[config.mk]
export PLATFORM = sky130hd
export DESIGN_NAME = upstream_req_ctrl
export DESIGN_NICKNAME = d
export VERILOG_FILES = /design/src/rtl/ureq_pkg.sv /design/src/rtl/ureq_holdoff.sv /design/src/rtl/ureq_launch.sv /design/src/rtl/ureq_park.sv /design/src/rtl/upstream_req_ctrl.sv
export SDC_FILE = /design/constraint.sdc
export NUM_CORES = 1
export LEC_CHECK = 0
export BUFFER_PORTS_ARGS = -buffer_cell sky130_fd_sc_hd__buf_2
export CORE_AREA = 2 2 39 41
export DETAILED_ROUTE_END_ITERATION = 12
export DIE_AREA = 0 0 41 43
export PLACE_DENSITY_LB_ADDON = 0.2
export SLEW_MARGIN = 30
export SYNTH_ARGS = -nofsm -noshare
export SYNTH_HDL_FRONTEND = slang
export SYNTH_HIERARCHICAL = 1
export SYNTH_SLANG_ARGS = --single-unit
[constraint.sdc]
create_clock -name clk -period 5.2 [get_ports clk]
set_input_delay 1.04 -clock clk [delete_from_list [all_inputs] [get_ports clk]]
set_output_delay 1.04 -clock clk [all_outputs]
set_load 0.02 [all_outputs]
[src/rtl/ureq_pkg.sv]
package ureq_pkg;

    typedef struct packed {
        logic retry;
        logic disconnect;
        logic abort;
    } term_t;

    typedef enum logic {
        LN_IDLE   = 1'b0,
        LN_ACTIVE = 1'b1
    } launch_st_e;

    typedef struct packed {
        logic req_n;
        logic start;
        logic park_oe;
    } bus_ctl_t;

    function automatic logic term_seen(input term_t t);
        return t.retry | t.disconnect | t.abort;
    endfunction

    function automatic logic bus_idle(input logic frame_n, input logic irdy_n);
        return frame_n & irdy_n;
    endfunction

endpackage

[src/rtl/ureq_holdoff.sv]
module ureq_holdoff #(
    parameter int HOLD_CYCLES = 2
) (
    input  logic clk,
    input  logic rst,
    input  logic term_hit,
    output logic quiet
);
    localparam int HW = (HOLD_CYCLES > 1) ? $clog2(HOLD_CYCLES) : 1;
    localparam logic [HW-1:0] RELOAD = HW'(HOLD_CYCLES - 1);

    logic [HW-1:0] cnt_q;

    always_ff @(posedge clk) begin
        if (rst)
            cnt_q <= '0;
        else if (term_hit)
            cnt_q <= RELOAD;
        else if (cnt_q != '0)
            cnt_q <= cnt_q - 1'b1;
    end

    assign quiet = (cnt_q == '0) && !term_hit;

endmodule

[src/rtl/ureq_launch.sv]
module ureq_launch
    import ureq_pkg::*;
(
    input  logic clk,
    input  logic rst,
    input  logic pend_any,
    input  logic allow,
    input  logic req_on,
    input  logic gnt_n,
    input  logic parked,
    input  logic frame_n,
    input  logic irdy_n,
    input  logic term_hit,
    input  logic done,
    output logic start_d,
    output logic start_q,
    output logic busy
);
    launch_st_e st_q;
    logic       via_grant;
    logic       via_park;

    assign via_grant = req_on && !gnt_n;
    assign via_park  = parked;
    assign start_d   = (st_q == LN_IDLE) && pend_any && allow &&
                       bus_idle(frame_n, irdy_n) && (via_grant || via_park);
    assign busy      = (st_q == LN_ACTIVE);

    always_ff @(posedge clk) begin
        if (rst) begin
            st_q    <= LN_IDLE;
            start_q <= 1'b0;
        end else begin
            start_q <= start_d;
            if (start_d)
                st_q <= LN_ACTIVE;
            else if (term_hit || done)
                st_q <= LN_IDLE;
        end
    end

    // start is never longer than one cycle
    a_r5_start_pulse: assert property (@(posedge clk) disable iff (rst)
        start_q |=> !start_q);

    // a start only follows an idle-bus sample
    a_r6_idle_bus: assert property (@(posedge clk) disable iff (rst)
        (!frame_n || !irdy_n) |=> !start_q);

    // open transaction blocks another launch
    a_r10_single_launch: assert property (@(posedge clk) disable iff (rst)
        (busy && !term_hit && !done) |=> !start_q);

endmodule

[src/rtl/ureq_park.sv]
module ureq_park (
    input  logic clk,
    input  logic rst,
    input  logic gnt_n,
    input  logic req_on,
    input  logic busy,
    input  logic start_d,
    output logic park_oe
);
    logic park_d;

    assign park_d = !gnt_n && !req_on && !busy && !start_d;

    always_ff @(posedge clk) begin
        if (rst)
            park_oe <= 1'b0;
        else
            park_oe <= park_d;
    end

    // grant removal stops parking after one clock
    a_r8_park_release: assert property (@(posedge clk) disable iff (rst)
        gnt_n |=> !park_oe);

endmodule

[src/rtl/upstream_req_ctrl.sv]
module upstream_req_ctrl
    import ureq_pkg::*;
#(
    parameter int CNT_W       = 4,
    parameter int HOLD_CYCLES = 2
) (
    input  logic             clk,
    input  logic             rst,
    input  logic [CNT_W-1:0] pend_count,
    input  logic             gnt_n,
    input  logic             frame_n,
    input  logic             irdy_n,
    input  logic             term_retry,
    input  logic             term_disconnect,
    input  logic             term_abort,
    input  logic             xfer_done,
    output logic             req_n,
    output logic             start_xfer,
    output logic             park_oe
);
    term_t    term;
    bus_ctl_t ctl;
    logic     term_hit;
    logic     allow;
    logic     pend_any;
    logic     req_n_q;
    logic     start_d;
    logic     start_q;
    logic     busy;
    logic     park_q;

    assign term     = '{retry: term_retry, disconnect: term_disconnect, abort: term_abort};
    assign term_hit = term_seen(term);
    assign pend_any = |pend_count;

    ureq_holdoff #(.HOLD_CYCLES(HOLD_CYCLES)) u_hold (
        .clk      (clk),
        .rst      (rst),
        .term_hit (term_hit),
        .quiet    (allow)
    );

    always_ff @(posedge clk) begin
        if (rst)
            req_n_q <= 1'b1;
        else
            req_n_q <= !(pend_any && allow);
    end

    ureq_launch u_launch (
        .clk      (clk),
        .rst      (rst),
        .pend_any (pend_any),
        .allow    (allow),
        .req_on   (!req_n_q),
        .gnt_n    (gnt_n),
        .parked   (park_q),
        .frame_n  (frame_n),
        .irdy_n   (irdy_n),
        .term_hit (term_hit),
        .done     (xfer_done),
        .start_d  (start_d),
        .start_q  (start_q),
        .busy     (busy)
    );

    ureq_park u_park (
        .clk     (clk),
        .rst     (rst),
        .gnt_n   (gnt_n),
        .req_on  (!req_n_q),
        .busy    (busy),
        .start_d (start_d),
        .park_oe (park_q)
    );

    assign ctl        = '{req_n: req_n_q, start: start_q, park_oe: park_q};
    assign req_n      = ctl.req_n;
    assign start_xfer = ctl.start;
    assign park_oe    = ctl.park_oe;

    // reset leaves the bus interface quiet
    a_r1_reset_quiet: assert property (@(posedge clk)
        rst |=> (req_n && !park_oe && !start_xfer));

    // request is released for two cycles after a termination
    a_r4_holdoff: assert property (@(posedge clk) disable iff (rst)
        term_hit |=> req_n ##1 req_n);

    // an empty queue never leaves a request up
    a_r3_no_empty_req: assert property (@(posedge clk) disable iff (rst)
        !pend_any |=> req_n);

endmodule

Word-level counts from Yosys, hierarchy flattened
Index checks and enable logic that the tools add are counted.
- add/sub/neg operators: 1
- mux-type cells: 4
- bitwise operators: 5
- reduce and logical (&&, ||, !) cells: 20
- operators by type and width (operator ; number):
    logical AND 1 bit ; 10
    logical NOT 1 bit ; 6
    2-to-1 mux 1 bit ; 4
    OR reduction 4 bit ; 1
    logical OR 1 bit ; 2
    NOT 1 bit ; 2
    OR 1 bit ; 2
    nonzero test 2 bit ; 1
    AND 1 bit ; 1
    subtractor 1 bit (second input constant) ; 1
- flip-flop bits (word level): 5
- input port bits: 13
- output and inout port bits: 3
- logic and storage cells: 35

Logic depth before layout (Yosys ltp)
Gate-level depths: netlist of run 1.
- word-level depth: 9
- gate-level depth with buffers: 6
- gate-level depth less buffers: 6

Cells and area by module
Netlist of run 1, hierarchy kept.
- by module, submodules not included (module ; instances ; cells an instance ; area each (um2) ; sequential area each (um2)):
    ureq_launch ; 1 ; 10 ; 92.6 ; 40.0
    upstream_req_ctrl ; 1 ; 5 ; 52.6 ; 20.0
    ureq_holdoff ; 1 ; 3 ; 37.5 ; 20.0
    ureq_park ; 1 ; 3 ; 31.3 ; 20.0

Worst setup path before layout of run 1
Ideal clock, no wire load.
- path type: input-to-reg
- from: input port pend_count[1]
- to: register u_park.park_oe
- setup time: 65 ps
- arrival: 2453 ps
- setup slack: 2682 ps
- cell stages on the path: 6
- path buffers: 0
- cells stage by stage: or4_4 > and4b_1 > o211ai_2 > inv_1 > or4_1 > nor2_1
- cells in the longest elaborated chain, start to end: 7
- ends and longest elaborated chain (item ; RTL line ; RTL):
    from (decl) ; upstream_req_ctrl.sv:9 ; input logic [CNT_W-1:0] pend_count,
    OR reduction 4 bit ; upstream_req_ctrl.sv:34 ; assign pend_any = |pend_count;
    logical AND 1 bit (3 in series) ; ureq_launch.sv:25 ; assign start_d = (st_q == LN_IDLE) && pend_any && allow &&
    logical AND 1 bit ; ureq_launch.sv:26 ; bus_idle(frame_n, irdy_n) && (via_grant || via_park);
    named net start_d ; upstream_req_ctrl.sv:27 ; logic start_d;
    logical NOT 1 bit ; ureq_park.sv:12 ; assign park_d = !gnt_n && !req_on && !busy && !start_d;
    logical AND 1 bit ; ureq_park.sv:12 ;
    to (signal assigned) ; ureq_park.sv:18 ; park_oe <= park_d;
    to (decl) ; ureq_park.sv:8 ; output logic park_oe
The timed path passes the listed nets, and every way through them passes these cells.
A chain may end at the register's enable or synchronous reset.

Worst setup path in the final report of run 1
- from: input port pend_count[1]
- to: register u_park.park_oe
- cells in the longest elaborated chain, start to end: 7
- ends and longest elaborated chain (item ; RTL line ; RTL):
    OR reduction 4 bit ; upstream_req_ctrl.sv:34 ;
    named net pend_any ; upstream_req_ctrl.sv:25 ; logic pend_any;
    logical AND 1 bit (3 in series) ; ureq_launch.sv:25 ;
    logical AND 1 bit ; ureq_launch.sv:26 ;
    named net start_d ; upstream_req_ctrl.sv:27 ;
    logical NOT 1 bit ; ureq_park.sv:12 ;
    logical AND 1 bit ; ureq_park.sv:12 ;
The timed path passes the listed nets, and every way through them passes these cells.

==> key figures, run 1 <==
Worst setup path
  – Cell Chain, Critical Path: buf_2 -> or4_4 -> and4b_1 -> o211ai_2 -> inv_1 -> or4_1 -> nor2_1
  – Worst path bufs/invs: 2
  – Crit path required time: 5.38 ns
  – Crit path largest cell delay: 0.53 ns
  – CP Data Arrival Time: 2.59 ns
  – Kind of critical path: in2reg
  – Critical path endpoint category: flop
  – CP Launch Type: input pin
  – Cell family contributing the most delay on the critical path: simple AND/OR/NAND/NOR gates
  – Slowest CP cell: or4_4
  – Max FO, Critical Path: 3

Place
  – Port Buffers: 15
  – Setup WS pre-CTS: 2.53 ns
  – RePlAce Congestion: 0.607

CTS
  – # resized after CTS: 0
  – CTS clk-pin slew, worst paths: 0.04 ns
  – CTS root buf: clkbuf_4
  – CTS Sinks: 5
  – CTS buffer count: 3
  – Clock Path Buffers: 2
  – TritonCTS clock tree: built
  – Clk_lat worst skew: 0.24 ns
  – CTS H-tree lvls: 1
  – Postcts setup bufs: 0
  – CTS Hold Bufs: 0

Synthesis
  – Synth top area cells: dfxtp_1, nor2_1, nor2b_4
  – Yosys warns: 6
  – Syn Area/Cell: 10.2 um^2
  – Syn Std Cell Area: 214 um^2
  – Main combinational cell family by area after synthesis: simple AND/OR/NAND/NOR gates
  – Syn Nets: 34
  – Compound-Gate Fraction of Synth Area: 9.94%
  – Flops & latches, synth: 5
  – Most numerous cell in the Yosys netlist: dfxtp_1
  – Synth top area share: 46.8%
  – Largest area contributor in the netlist: dfxtp_1
  – Post-synthesis mux area share: 0%
  – Post-synthesis adder-cell area fraction: 0%
  – Cells after Synth: 21
  – Library cells used by synthesis: 13
  – Seq/Total Area, Yosys: 46.8%
  – Top FF cell, synth: dfxtp_1
  – Synth Area in Simple Gates: 39.8%
  – Number of synthesized flops with an enable pin: 0
  – Post-synth top cells: dfxtp_1, nor2_1, inv_1
  – Fraction of registers with async set/reset: 0%
  – Post-Synth XOR/XNOR Area: 0%

Finish
  – Layout net count: 54
  – Layout cells sized above 1: 57.5%
  – Area Overhead vs Synth: 56.7%
  – Antenna diode count: 0

GRT
  – First-pass GRT wire length: 696 um
  – Vias in the first global route: 189
  – Gr busiest metal: met4
  – Initial antenna violation count: 0
  – Met2 Track Usage GR: 7.50%
  – Grt ovf: 0
  – Met3 GRT Util: 4.19%
  – Largest net degree at the start of global routing: 6
  – Total track usage: 6.63%
  – GR Util met1: 6.13%

STA
  – Fin crit period: 2.42 ns
  – Endpoints failing hold: 0
  – RSZ-0062 raised after global routing: no
  – Fmax achieved: 414 MHz
  – Max Slew Vio Count: 0
  – Setup TNS: 0 ns
  – Worst setup margin: 2.78 ns
  – Slew Limit Headroom: 86.3%
  – Setup-violating endpoint count in the final report: 0
  – Worst-margin pin slew: 0.205 ns
  – Final Skew: 0.00152 ns
  – Final period utilization: 46.5%

Worst hold path
  – Min-delay worst type: reg2reg

Floorplanning
  – Die area: 0.00176 mm^2
  – Core region area: 0.00138 mm^2
  – Die height: 43 um
  – Starting Density: 15.5%
  – I/O pins: 16
  – FP Rows: 14
  – Die width: 41 um

Power and ir drop
  – Pleak: 0.179 nW
  – PD cells: 280 mW/mm^2
  – VDD IR-drop max: 0.0653 mV

Routing
  – Pre-antenna DRT Iters: 1
  – Wire length per cell: 8.00 um
  – Vias per cell: 3.79
  – # DRC: 0
  – Post-Route WL: 448 um
  – DRT iter0 DRCs: 0
  – Post-DRT Antenna Nets: 0
  – Vias: 212

Flow run
  – Max cap viols: 0

Status
  – Status: finished clean
[layout make-up]
type | count | area, um^2
Clock buffer | 4 | 26.3
Fill cell | 165 | 1050
Multi-Input combinational cell | 14 | 106
Inverter | 2 | 7.51
Timing Repair Buffer | 15 | 75.1
Sequential cell | 5 | 100
Tap cell | 16 | 20.0
[cells by family (layout without fill, tap and decap cells)]
| logic type | count (synthesis) | in the layout |
|---|---|---|
| AND/OR/NAND/NOR | 12 | 12 |
| flip-flops | 5 | 5 |
| AO/OA/AOI/OAI | 2 | 2 |
| buffers and inverters | 2 | 21 |
[per-layer routing]
metal / up-vias / share of wire [%]
li1: 109 / -
met1: 90 / 39
met2: 11 / 43
met3: 2 / 17
met4: 0 / 1.1
met5: - / 0
[worst min-delay path, cell delays in order, from the launching register on]
cell	delay (ns)
dfxtp_1	0.30
inv_1	0.06
nor2_1	0.04
[placed cells by master, fill, tap and decap left out, types with 2 or more instances in the layout]
master    Yosys  routed
inv_1         2       2
nor2_1        4       4
dfxtp_1       5       5
clkbuf_4      0       3
buf_2         0      15
[report_power, final]
part	total, mW	leakage, nW	internal (mW)	switching [mW]
sequential	0.0401	0.0410	0.0396	0.000447
clock	0.0445	0.0150	0.0290	0.0155
combinational	0.00947	0.123	0.00558	0.00389
total	0.0940	0.179	0.0742	0.0199
[path summary, 6_finish.rpt]
| kind | endpoint | depth (start not counted) | from | slack (ns) |
|---|---|---|---|---|
| hold / removal | u_park/park_oe | 2 | req_n | 0.44 |
| setup / recovery | u_park/park_oe | 7 | pend_count[1] | 2.78 |
| hold reg to reg | u_park/park_oe | 2 | req_n | 0.44 |
| setup reg to reg | u_park/park_oe | 6 | req_n | 3.82 |
[registers in the layout, indices dropped and copies added (netlist names)]
name and flops:
req_n 1, u_hold/cnt_q 1, u_launch/busy 1, u_launch/start_q 1, u_park/park_oe 1
[metrics by stage]
stage,power (mW),util [%],area (um^2),cells,hold slack [ns]
6_report,0.0940,24.2,335,56,0.442
4_1_cts,0.0975,24.2,335,56,0.449
3_5_place_dp,0.0504,22.3,309,52,0.442
2_1_floorplan,0.0446,-,214,21,0.435
5_1_grt,0.101,24.2,335,56,0.475
3_3_place_gp,0.0503,22.3,309,52,0.441
(Power assumes the default switching activity.)
==> run 2, diff against run 1 <==
==> constraint.sdc (replaced) <==
create_clock -name clk -period 2.2 [get_ports clk]
set_input_delay 0.44 -clock clk [delete_from_list [all_inputs] [get_ports clk]]
set_output_delay 0.44 -clock clk [all_outputs]
set_load 0.02 [all_outputs]
==> run 2 against run 1 <==
Effect of this change: critical path type unchanged; count of clock-buffer cells in the layout unchanged; clock power is 130% higher; core utilization unchanged.
==> key figures, run 2 (synthesis gave the netlist of run 1 again) <==
Power and ir drop
  – PD cells: 658 mW/mm^2 (+130%)
  – Clock Power Share: 47.0% (-0.3 points)
  – Switching power: 45.5 uW (+130%)
  – Pint: 175 uW (+140%)
  – Switching share of power: 20.6% (-0.50 points)
  – Share of power burned in registers: 42.9% (+0.3 points)
  – VDD IR-drop max: 0.187 mV (+190%)
  – Comb power frac: 10.1% (about the same)
  – Pleak: 0.179 nW (unchanged)

STA
  – Worst-margin pin slew: 0.227 ns (+0.0222 ns)
  – Fmax achieved: 548 MHz
  – Final period utilization: 83.0%
  – Setup-violating endpoint count in the final report: 0 (unchanged)
  – Setup TNS: 0 ns (unchanged)
  – Final Skew: 0.00144 ns (-0.0000813 ns)
  – RSZ-0062 raised after global routing: no
  – Slew Limit Headroom: 84.8% (-1.5 points)
  – Max Slew Vio Count: 0 (unchanged)
  – Fin crit period: 1.83 ns
  – Endpoints failing hold: 0 (unchanged)
  – Worst setup margin: 0.374 ns (-2.41 ns)

Floorplanning
  – FP Rows: 14 (unchanged)
  – Die width: 41 um (unchanged)
  – Starting Density: 15.5% (unchanged)
  – Core region area: 0.00138 mm^2 (unchanged)
  – I/O pins: 16 (unchanged)
  – Die height: 43 um (unchanged)
  – Die area: 0.00176 mm^2 (unchanged)

Routing
  – Post-DRT Antenna Nets: 0 (unchanged)
  – Post-Route WL: 444 um (-0.89%)
  – # DRC: 0 (unchanged)
  – DRT iter0 DRCs: 0 (unchanged)
  – Vias per cell: 3.79 (unchanged)
  – Pre-antenna DRT Iters: 1 (unchanged)
  – Vias: 212 (unchanged)
  – Wire length per cell: 7.93 um (-0.89%)

Finish
  – Area Overhead vs Synth: 56.7% (unchanged)
  – Layout net count: 54 (unchanged)
  – Post-route cell area: 335 um^2 (unchanged)
  – Layout cells sized above 1: 57.5% (unchanged)
  – Antenna diode count: 0 (unchanged)
  – Most common cell after layout, fill and taps aside: buf_2
  – Commonest non-fill, non-tap cells in the layout: buf_2, dfxtp_1, nor2_1
  – Fin cells: 56 (unchanged)

GRT
  – First-pass GRT wire length: 807 um (+16%)
  – Initial antenna violation count: 0 (unchanged)
  – Grt ovf: 0 (unchanged)
  – Total track usage: 7.34% (+0.70 points)
  – Vias in the first global route: 216 (+14%)
  – Largest net degree at the start of global routing: 6 (unchanged)

CTS
  – Clk_lat worst skew: 0.24 ns (about the same)
  – CTS H-tree lvls: 1 (unchanged)
  – CTS clk-pin slew, worst paths: 0.04 ns (about the same)
  – CTS buffer count: 3 (unchanged)
  – CTS Hold Bufs: 0 (unchanged)
  – Postcts setup bufs: 0 (unchanged)
  – # resized after CTS: 0 (unchanged)
  – CTS root buf: clkbuf_4
  – TritonCTS clock tree: built
  – Clock Path Buffers: 2 (unchanged)
  – CTS Sinks: 5 (unchanged)

Worst setup path
  – Max FO, Critical Path: 3 (unchanged)
  – Launching point of the worst reg2reg path: req_n
  – Kind of critical path: in2reg
  – CP Launch Type: input pin
  – Critical path endpoint category: flop
  – Crit path required time: 2.38 ns (-3.00 ns)
  – CP Data Arrival Time: 2.00 ns (-0.59 ns)
  – Critical Path Start: pend_count[1]

Worst hold path
  – Hold_sp: rst
  – Min-delay worst type: in2reg

Place
  – Port Buffers: 15 (unchanged)
  – RePlAce Congestion: 0.592 (-2.5%)
  – Setup WS pre-CTS: 0.114 ns (-2.42 ns)
  – Placed insts: 52 (unchanged)
  – DP Area: 309 um^2 (unchanged)

Flow run
  – Max cap viols: 0 (unchanged)

Status
  – Status: finished clean
[run 2: cell counts in the layout (fill, tap and decap cells not counted)]
No cell type changed its count.
[run 2: layer usage]
layer	up-vias	global-route usage, %	part of all wire (%)
met4	0	8.00	1.1
li1	111	-	-
met1	88	7.74	43
met2	11	9.69	45
met5	-	0	0
met3	2	3.14	11
[run 2: stage by stage]
step | util [%] | hold slack (ns) | total power [mW]
floorplan | - | 0.435 | 0.105
global route | 24.2 | 0.442 | 0.240
detailed placement | 22.3 | 0.443 | 0.119
global placement | 22.3 | 0.441 | 0.119
CTS | 24.2 | 0.428 | 0.228
finish | 24.2 | 0.436 | 0.221
[run 2: worst paths after layout]
path	endpoint	slack, ns	cells past startpoint
max	u_park/park_oe	0.37	7
min	u_launch/busy	0.44	2
max reg2reg	u_park/park_oe	0.82	6
min reg2reg	u_park/park_oe	0.44	2
[run 2: power groups by stage]
stage          clock network [mW]  logic [mW]  registers, mW
2_1_floorplan                   0     0.00732         0.0981
3_3_place_gp                    0      0.0226         0.0963
3_5_place_dp                    0      0.0229         0.0964
4_1_cts                     0.111      0.0229         0.0947
5_1_grt                     0.120      0.0251         0.0949
6_report                    0.104      0.0224         0.0947
[run 2: final cells by class]
| type | instances | area, um^2 |
|---|---|---|
| Clock buffer | 4 | 26.3 |
| Fill cell | 167 | 1050 |
| Timing Repair Buffer | 15 | 75.1 |
| Tap cell | 16 | 20.0 |
| Multi-Input combinational cell | 14 | 106 |
| Inverter | 2 | 7.51 |
| Sequential cell | 5 | 100 |
[run 2: critical path, cell delays in order]
cell	delay, ns
buf_2	0.09
or4_4	0.53
and4b_1	0.20
o211ai_2	0.10
inv_1	0.06
or4_1	0.49
nor2_1	0.08
==> run 3, diff against run 2 <==
--- a/config.mk
+++ b/config.mk
@@ -5,6 +5,7 @@
 export SDC_FILE = /design/constraint.sdc
 export NUM_CORES = 1
 export LEC_CHECK = 0
+export ABC_AREA = 1
 export BUFFER_PORTS_ARGS = -buffer_cell sky130_fd_sc_hd__buf_2
 export CORE_AREA = 2 2 39 41
 export DETAILED_ROUTE_END_ITERATION = 12
==> constraint.sdc (replaced) <==
create_clock -name clk -period 1.64 [get_ports clk]
set_input_delay 0.328 -clock clk [delete_from_list [all_inputs] [get_ports clk]]
set_output_delay 0.328 -clock clk [all_outputs]
set_load 0.02 [all_outputs]
==> run 3 against run 2 <==
Effect of this change: critical path type unchanged; core utilization up 2.9 points; area after synthesis grew 19%; largest power group unchanged; sequential share of layout area is 3.2 points lower; routed wire length up 11%; count of clock-buffer cells in the layout did not move; global-route usage down 0.61 points; cell count up 36%; setup slack improved by 0.20 ns; highest routed layer is now met3; synthesized cell count rose by 95%; worst hold slack worse by 0.14 ns; combinational power grew 53%.
==> key figures, run 3 <==
Status
  – Status: finished clean

GRT
  – Vias in the first global route: 229 (+6.0%)
  – Total track usage: 6.73% (-0.61 points)
  – Largest net degree at the start of global routing: 5 (-1)
  – Initial antenna violation count: 0 (unchanged)
  – First-pass GRT wire length: 724 um (-10%)
  – Grt ovf: 0 (unchanged)

Synthesis
  – Flops & latches, synth: 5 (unchanged)
  – Number of synthesized flops with an enable pin: 0 (unchanged)
  – Post-synth top cells: inv_1, nand2_1, nor2_1
  – Largest area contributor in the netlist: dfxtp_1
  – Library cells used by synthesis: 7 (-6)
  – Syn Nets: 54 (+59%)
  – Fraction of registers with async set/reset: 0% (unchanged)
  – Seq/Total Area, Yosys: 39.4% (-7.4 points)
  – Most numerous cell in the Yosys netlist: inv_1
  – Synth top area share: 39.4% (-7.4 points)
  – Synth top area cells: dfxtp_1, inv_1, nand2_1
  – Syn Area/Cell: 6.19 um^2 (-39%)
  – Cells after Synth: 41 (+95%)
  – Syn Std Cell Area: 254 um^2 (+19%)
  – Yosys warns: 6 (unchanged)
  – Top FF cell, synth: dfxtp_1

Worst setup path
  – Crit path largest cell delay: 0.17 ns (-0.36 ns)
  – Cell Chain, Critical Path: buf_2 -> nor2_1 -> nand2_1 -> nor2_1 -> nand3_2 -> nor2_2 -> nand2_1 -> inv_1 -> nor2_1 -> nand2_1 -> nor2_1
  – Most frequent CP cell: nor2_1
  – Crit path required time: 1.77 ns (-0.61 ns)
  – Worst path bufs/invs: 2 (unchanged)
  – CP Data Arrival Time: 1.20 ns (-0.80 ns)
  – Cell family contributing the most delay on the critical path: simple AND/OR/NAND/NOR gates
  – CP Launch Type: input pin
  – R2r setup slk: 0.67 ns (-0.15 ns)
  – Max FO, Critical Path: 3 (unchanged)
  – Launching point of the worst reg2reg path: u_hold/cnt_q
  – Critical path endpoint category: flop
  – Kind of critical path: in2reg
  – Worst reg2reg endpoint: u_park/park_oe
  – Slowest CP cell: nor2_1
  – Worst R2R Path Depth: 8 (+2)

Worst hold path
  – Worst Hold Path EP: u_hold/cnt_q
  – Hold_sp: rst
  – Min-delay worst type: in2reg
  – Hold path cells: 2 (unchanged)

STA
  – Setup-violating endpoint count in the final report: 0 (unchanged)
  – Final Skew: 0.00107 ns (-0.000374 ns)
  – Endpoints failing hold: 0 (unchanged)
  – RSZ-0062 raised after global routing: no
  – Final period utilization: 65.1%
  – Setup TNS: 0 ns (unchanged)
  – Fmax achieved: 937 MHz
  – Slew Limit Headroom: 89.6% (+4.8 points)
  – Max Slew Vio Count: 0 (unchanged)
  – Worst-margin pin slew: 0.155 ns (-0.0723 ns)
  – Fin crit period: 1.07 ns

Finish
  – Post-route cell area: 375 um^2 (+12%)
  – Fillers: 166 (-0.60%)
  – Fin cells: 76 (+36%)
  – Area Overhead vs Synth: 47.8%
  – Commonest non-fill, non-tap cells in the layout: buf_2, inv_1, nand2_1
  – Most common cell after layout, fill and taps aside: buf_2
  – Layout cells sized above 1: 36.7% (-21 points)
  – Layout net count: 74 (+37%)
  – Antenna diode count: 0 (unchanged)

Routing
  – Vias per cell: 3.46 (-8.6%)
  – Wire length per cell: 6.46 um (-19%)
  – Post-Route WL: 491 um (+11%)
  – # DRC: 0 (unchanged)
  – DRT iter0 DRCs: 0 (unchanged)
  – Vias: 263 (+24%)
  – Post-DRT Antenna Nets: 0 (unchanged)
  – Pre-antenna DRT Iters: 1 (unchanged)

Floorplanning
  – FP Rows: 14 (unchanged)
  – I/O pins: 16 (unchanged)
  – Die width: 41 um (unchanged)
  – Die area: 0.00176 mm^2 (unchanged)
  – Die height: 43 um (unchanged)
  – Starting Density: 18.4% (+2.9 points)
  – Core region area: 0.00138 mm^2 (unchanged)

Place
  – Dpl hpwl: 426 um
  – Port Buffers: 15 (unchanged)
  – Placed insts: 72 (+38%)
  – DP Area: 349 um^2 (+13%)
  – RePlAce Congestion: 0.647 (+9.4%)

CTS
  – Clock Path Buffers: 2 (unchanged)
  – CTS root buf: clkbuf_4
  – CTS buffer count: 3 (unchanged)
  – CTS Hold Bufs: 0 (unchanged)
  – # resized after CTS: 0 (unchanged)
  – CTS Sinks: 5 (unchanged)
  – TritonCTS clock tree: built
  – CTS H-tree lvls: 1 (unchanged)
  – Clk_lat worst skew: 0.23 ns (about the same)
  – CTS clk-pin slew, worst paths: 0.04 ns (about the same)
  – Postcts setup bufs: 0 (unchanged)

Flow run
  – Max cap viols: 0 (unchanged)

Power and ir drop
  – Pleak: 0.235 nW (+31%)
  – PD cells: 794 mW/mm^2 (+21%)
  – VDD IR-drop max: 0.192 mV (+2.8%)
## run 3: changes by cell type after synthesis, sizes merged, moves of 2 or more
| cell | delta |
|---|---|
| nor2b | -2 |
| nand3 | +2 |
| inv | +11 |
| nor2 | +5 |
| nand2 | +10 |
| or4 | -2 |
## run 3: power breakdown
part / total (mW) / leakage (nW) / internal (mW) / switching [mW]
Sequential: 0.127 / 0.0410 / 0.126 / 0.00137
Combinational: 0.0342 / 0.179 / 0.0168 / 0.0175
Clock: 0.137 / 0.0150 / 0.0916 / 0.0451
## run 3: worst max path at each step
stage               cells after the start  slack [ns]             end             from
CTS                                    11        0.56  u_park/park_oe  term_disconnect
finish                                 11        0.57  u_park/park_oe  term_disconnect
floorplan                              10        0.50  u_park/park_oe  term_disconnect
global placement                       11        0.32  u_park/park_oe  term_disconnect
global route                           11        0.45  u_park/park_oe  term_disconnect
detailed placement                     11        0.31  u_park/park_oe  term_disconnect
## run 3: stage by stage
| step | power [mW] | hold slack (ns) | worst slack, ns | utilization [%] |
|---|---|---|---|---|
| final | 0.298 | 0.299 | 0.573 | 27.1 |
| after global routing | 0.317 | 0.301 | 0.447 | 27.1 |
| after CTS | 0.308 | 0.292 | 0.560 | 27.1 |
| after detailed placement | 0.164 | 0.489 | 0.308 | 25.2 |
| after global placement | 0.163 | 0.495 | 0.318 | 25.2 |
| after floorplan | 0.144 | 0.395 | 0.505 | - |
## run 3: final cells by class
class                   instances  area [um^2]  area share, %
multi-input cells              23          105           28.0
flip-flops and latches          5          100           26.7
repair buffers                 15         75.1           20.0
inverters                      13         48.8           13.0
clock buffers                   4         26.3           7.00
well taps                      16         20.0           5.33
## run 3: kinds of logic after synthesis
logic type             after synthesis  share of synthesized area [%]
buffers and inverters               13                           19.2
DFF                                  5                           39.4
and+or+nand+nor                     23                           41.4
## run 3: routing by layer
layer	wire length (um)	track usage (%)	up-vias
met5	0	0	-
met4	0	10.0	0
met3	31	1.57	0
met2	255	10.0	9
met1	204	5.47	104
li1	-	-	150
